## src/rtl/arb_pkg.sv

```systemverilog
// Shared types for the phase-interleaved RAM arbiter.
// Assumes nothing beyond IEEE 1800-2017.
package arb_pkg;
    // Which side owns the RAM address bus in the current half cycle.
    typedef enum logic {
        OWN_VIDEO = 1'b0,
        OWN_CPU   = 1'b1
    } owner_e;
endpackage

```

## src/rtl/arb_phase_seq.sv

```systemverilog
// Phase sequencer: registers the processor clock phase on the system clock,
// flags the first tick of each half and derives the gated write enable.
// Assumes phase is synchronous to clk and holds each level for >= 2 ticks.
module arb_phase_seq
    import arb_pkg::*;
(
    input  logic   clk,
    input  logic   rst_n,
    input  logic   phase,
    input  logic   cpu_we,
    output owner_e owner,
    output logic   rise,
    output logic   fall,
    output logic   we_gated
);
    logic phase_q;

    // Remember the phase seen at the previous edge.
    always_ff @(posedge clk) begin
        if (!rst_n) phase_q <= 1'b0;
        else        phase_q <= phase;
    end

    // Edge flags and ownership, all straight from the live phase.
    always_comb begin
        rise     = phase & ~phase_q;
        fall     = ~phase & phase_q;
        owner    = phase ? OWN_CPU : OWN_VIDEO;
        we_gated = phase & cpu_we & ~rise;
    end
endmodule

```

## src/rtl/arb_spram.sv

```systemverilog
// Single-port synchronous RAM model, read-before-write, one access per edge.
// Assumes the caller keeps addr stable across the edge; contents unreset.
module arb_spram #(
    parameter int ADDR_W = 8,
    parameter int DATA_W = 8
) (
    input  logic              clk,
    input  logic              we,
    input  logic [ADDR_W-1:0] addr,
    input  logic [DATA_W-1:0] wdata,
    output logic [DATA_W-1:0] rdata
);
    localparam int DEPTH = 1 << ADDR_W;

    logic [DATA_W-1:0] store [DEPTH];

    // One access per edge: optional write, registered old-data read.
    always_ff @(posedge clk) begin
        if (we) store[addr] <= wdata;
        rdata <= store[addr];
    end
endmodule

```

## src/rtl/arb_capture.sv

```systemverilog
// Capture register: loads d when load is set and raises a one-tick strobe.
// Assumes load is a single-tick pulse; holds q otherwise.
module arb_capture #(
    parameter int DATA_W = 8
) (
    input  logic              clk,
    input  logic              rst_n,
    input  logic              load,
    input  logic [DATA_W-1:0] d,
    output logic [DATA_W-1:0] q,
    output logic              strobe
);
    // Hold or reload the captured word and mark the load.
    always_ff @(posedge clk) begin
        if (!rst_n) begin
            q      <= '0;
            strobe <= 1'b0;
        end else begin
            if (load) q <= d;
            strobe <= load;
        end
    end
endmodule

```

## src/rtl/phase_ram_arbiter.sv

```systemverilog
// Phase-interleaved shared RAM arbiter: the display fetcher reads the RAM in
// the low phase half, the processor reads or writes it in the high half.
// Assumes phase is synchronous to clk and holds each level >= 2 ticks.
module phase_ram_arbiter
    import arb_pkg::*;
#(
    parameter int ADDR_W = 8,
    parameter int DATA_W = 8
) (
    input  logic              clk,
    input  logic              rst_n,
    input  logic              phase,
    input  logic [ADDR_W-1:0] cpu_addr,
    input  logic [DATA_W-1:0] cpu_wdata,
    input  logic              cpu_we,
    output logic [DATA_W-1:0] cpu_rdata,
    input  logic [ADDR_W-1:0] vid_addr,
    output logic [DATA_W-1:0] vid_rdata,
    output logic              vid_valid,
    output logic [ADDR_W-1:0] mem_addr,
    output logic              mem_we
);
    owner_e            owner;
    logic              rise;
    logic              fall;
    logic              cpu_cap_done;
    logic [DATA_W-1:0] ram_q;

    arb_phase_seq u_seq (
        .clk      (clk),
        .rst_n    (rst_n),
        .phase    (phase),
        .cpu_we   (cpu_we),
        .owner    (owner),
        .rise     (rise),
        .fall     (fall),
        .we_gated (mem_we)
    );

    // Address mux, selected by the owner of the current half.
    always_comb begin
        mem_addr = (owner == OWN_CPU) ? cpu_addr : vid_addr;
    end

    arb_spram #(.ADDR_W(ADDR_W), .DATA_W(DATA_W)) u_ram (
        .clk   (clk),
        .we    (mem_we),
        .addr  (mem_addr),
        .wdata (cpu_wdata),
        .rdata (ram_q)
    );

    // Display word: taken when the low half ends.
    arb_capture #(.DATA_W(DATA_W)) u_vid_cap (
        .clk    (clk),
        .rst_n  (rst_n),
        .load   (rise),
        .d      (ram_q),
        .q      (vid_rdata),
        .strobe (vid_valid)
    );

    // Processor word: taken when the high half ends.
    arb_capture #(.DATA_W(DATA_W)) u_cpu_cap (
        .clk    (clk),
        .rst_n  (rst_n),
        .load   (fall),
        .d      (ram_q),
        .q      (cpu_rdata),
        .strobe (cpu_cap_done)
    );

    assert_we_only_high_R2: assert property (@(posedge clk) disable iff (!rst_n)
        mem_we |-> (phase && cpu_we));

    assert_we_off_first_tick_R3: assert property (@(posedge clk) disable iff (!rst_n)
        (phase && !$past(phase)) |-> !mem_we);

    assert_vid_single_pulse_R4: assert property (@(posedge clk) disable iff (!rst_n)
        vid_valid |=> !vid_valid);

    assert_vid_changes_with_valid_R4: assert property (@(posedge clk) disable iff (!rst_n)
        !$stable(vid_rdata) |-> vid_valid);

    assert_cpu_changes_on_capture_R5: assert property (@(posedge clk) disable iff (!rst_n)
        !$stable(cpu_rdata) |-> cpu_cap_done);

    assert_cpu_capture_in_low_R5: assert property (@(posedge clk) disable iff (!rst_n)
        cpu_cap_done |-> !phase);
endmodule

```

## config.mk

```make
export PLATFORM = sky130hd
export DESIGN_NAME = phase_ram_arbiter
export DESIGN_NICKNAME = d
export VERILOG_FILES = /design/src/rtl/arb_pkg.sv /design/src/rtl/arb_phase_seq.sv /design/src/rtl/arb_spram.sv /design/src/rtl/arb_capture.sv /design/src/rtl/phase_ram_arbiter.sv
export SDC_FILE = /design/constraint.sdc
export NUM_CORES = 2
export LEC_CHECK = 0
export CAP_MARGIN = 20
export CELL_PAD_IN_SITES_DETAIL_PLACEMENT = 1
export CELL_PAD_IN_SITES_GLOBAL_PLACEMENT = 2
export CORE_MARGIN = 3
export CORE_UTILIZATION = 46
export CTS_CLUSTER_DIAMETER = 80
export CTS_CLUSTER_SIZE = 14
export DETAILED_ROUTE_END_ITERATION = 10
export PLACE_DENSITY = 0.75
export SYNTH_ARGS = -nofsm -noshare
export SYNTH_HDL_FRONTEND = slang
export SYNTH_SLANG_ARGS = --single-unit
export TNS_END_PERCENT = 5
```

## constraint.sdc

```tcl
create_clock -name clk -period 3.1 [get_ports clk]
set_input_delay 0.62 -clock clk [delete_from_list [all_inputs] [get_ports clk]]
set_output_delay 0.62 -clock clk [all_outputs]
set_load 0.02 [all_outputs]
```

==> results.md <==
- GPL Wtd Cong: 0.841
- Worst slew pin tran: 0.754 ns
- Die area: 176,000 sq um
- Unique masters post-synth: 27
- Core area: 170,000 sq um
- Post-synthesis sequential area ratio: 78.7%
- Final nets: 4,341
- Vias in the first global route: 42,700
- Initial DRC count: 4,975
- First-pass GRT wire length: 311,000 microns
- Die width: 420 microns
- Status: completed
- Synth Instances: 3,536
- PD cells: 580 nW/um^2
- Post-route ant nets: 0
- Max H-tree Level: 4
- Vias per cell: 6.14
- Syn nets: 3,564
- Clock slew at reported path FFs: 0.07 ns
- Num rows: 151
- Post-route setup TNS: 0 ns
- Mapped Area: 78,800 sq um
- Via count: 40,400
- Layout cells sized above 1: 34.6%
- Die H: 420 microns
- Hold Vio Cnt, Final: 0
- Setup Skew: 0.0174 ns
- Fin. max-slew vios: 0
- Peak supply drop: 0.416 mV
- Critical Path Source Type: primary input
- LEAKAGE: 29.7 nW
- CTS root buffer: clkbuf_16
- Largest net degree at the start of global routing: 102
- Total track usage: 24.7%
- Critical Path AT: 3.70 ns
- Syn avg cell area: 22.3 sq um
- Dpl hpwl: 141,000 microns
- RSZ-0062 raised after global routing: yes
- Critical Path RT: 3.74 ns
- Final WS setup: 0.0420 ns
- Rel. slew slack: 49.8%
- Clk_lat worst skew: 0.79 ns
- Commonest non-fill, non-tap cells in the layout: edfxtp_1 (2,048), buf_4 (644), mux4_2 (512), nor2_1 (260), a22oi_1 (251)
- # clock sinks: 2,074
- Area Overhead vs Synth: 18.1%
- Crit path max-delay family: buffers and inverters
- GRT overflow: 0
- Final Setup Violations: 0
- Commonest non-fill, non-tap cell in the layout: edfxtp_1
- WL/cell: 32.5 microns
- Antenna violations before repair: 4
- DRC: 0
- CP max stage cell: mux4_2
- CTS Buf Count: 167
- Tcrit/Tclk final: 98.6%
- CP endpoint kind: flip-flop
- Dpl ws: -1.10 ns
- First drt pass iteration count: 5
- CP peak stage delay: 0.53 ns
- Clock buffer depth: 3
- Reg2Reg Setup Slack: 0.80 ns
- IO Count: 54
- Worst hold-check slack: 0.180 ns
- Drt total wl: 214,000 microns
- Worst-path fanout max: 29
- Initial core utilization: 46.4%
- FF+latch count, synth: 2,074
- Number of port buffers: 53
- Hold_buf cts: 0
- Max Fclk: 327 MHz
- Buf/Inv on CP: 6
- Max cap viols: 0
- Crit Path Category: primary input to flip-flop
- Ys Warns: 0
- Tmin final: 3.06 ns
- CTS tree: built
- Hold WC Path Type: primary input to flip-flop
- Post-layout util: 54.8%
- Critical path, cell by cell: clkdlybuf4s50_1, mux2i_4, inv_8, buf_12, buf_12, mux4_2, a22oi_1, buf_4, nand4_1, o21ai_1, buf_4, nand4_1
[per-layer routing]
metal / up-vias / GRT usage (%) / wire [microns]
met5: - / 0 / 13
met4: 2 / 7.93 / 6980
met3: 298 / 4.31 / 15200
met2: 1711 / 40.1 / 106000
met1: 21900 / 34.2 / 85900
li1: 16500 / - / -
[Yosys cell counts]
master	count	share of area (%)
and2_1	1	0.0079
mux2_2	4	0.057
or3_1	2	0.016
mux4_2	512	15
nor2_1	260	1.2
nand2b_1	1	0.0079
buf_6	5	0.071
or3b_2	6	0.067
o21ai_0	1	0.0063
inv_2	1	0.0048
mux2i_4	1	0.029
o21ai_1	31	0.20
nand3b_1	6	0.057
dfxtp_1	26	0.66
clkbuf_1	119	0.57
nand2_1	40	0.19
buf_4	17	0.16
mux2i_1	19	0.24
nor3_1	4	0.025
buf_1	12	0.057
inv_1	4	0.019
a22oi_1	272	2.6
nand4_1	72	0.57
edfxtp_1	2048	78
buf_2	51	0.32
nand3_1	3	0.019
nor2b_1	18	0.14
[layout make-up]
class,instances,area (sq um)
inverters,5,33.8
well taps,2218,2780
clock buffers,201,4350
repair buffers,812,7690
fillers,14600,76800
multi-input cells,1253,16000
diodes,2,5.00
flip-flops and latches,2074,62000
clock inverters,20,239
[sequential cells by signal, summed over array words and instances (netlist names)]
name / count
u_cpu_cap.q: 8
u_ram.store: 2048
u_vid_cap.q: 8
u_seq.phase_q: 1
u_vid_cap.strobe: 1
u_ram.rdata: 8
[per-stage QoR]
| step | power (W) | instances | area [sq um] |
|---|---|---|---|
| floorplan | 0.0332 | 3536 | 78800 |
| global placement | 0.0352 | 6362 | 88400 |
| detailed placement | 0.0353 | 6362 | 88400 |
| CTS | 0.0544 | 6583 | 93100 |
| global route | 0.0557 | 6583 | 93100 |
| finish | 0.0540 | 6585 | 93100 |
[worst paths after layout]
kind                         end                start  cells past startpoint
max               u_ram.rdata[0]          vid_addr[0]                     12
min          u_ram.store[177][1]         cpu_wdata[1]                      1
max reg2reg       u_ram.rdata[1]  u_ram.store[155][1]                      8
min reg2reg     u_vid_cap.strobe        u_seq.phase_q                      1
[where the power goes]
group | switching (W) | internal [W] | total [W]
clock network | 0.00948 | 0.00990 | 0.0194
registers | 0.0000989 | 0.0308 | 0.0309
logic | 0.00208 | 0.00165 | 0.00374
[what timing repair did]
item                       4_1_cts  5_1_grt
setup endpoints to repair       16        6
hold endpoints to repair         0        0
cloned                           0        0
setup buffers                    0        0
pin swaps                        0        2
resized for setup               14        4
[cell families after synthesis]
group                  count (synthesis)  synth area share, %
flip-flops                          2074                 78.7
multiplexers                         536                 15.0
AND/OR/NAND/NOR                      413                 2.34
AO/OA/AOI/OAI                        304                 2.79
buffers and inverters                209                 1.21
No activity file was read; power rests on OpenSTA's default activity.
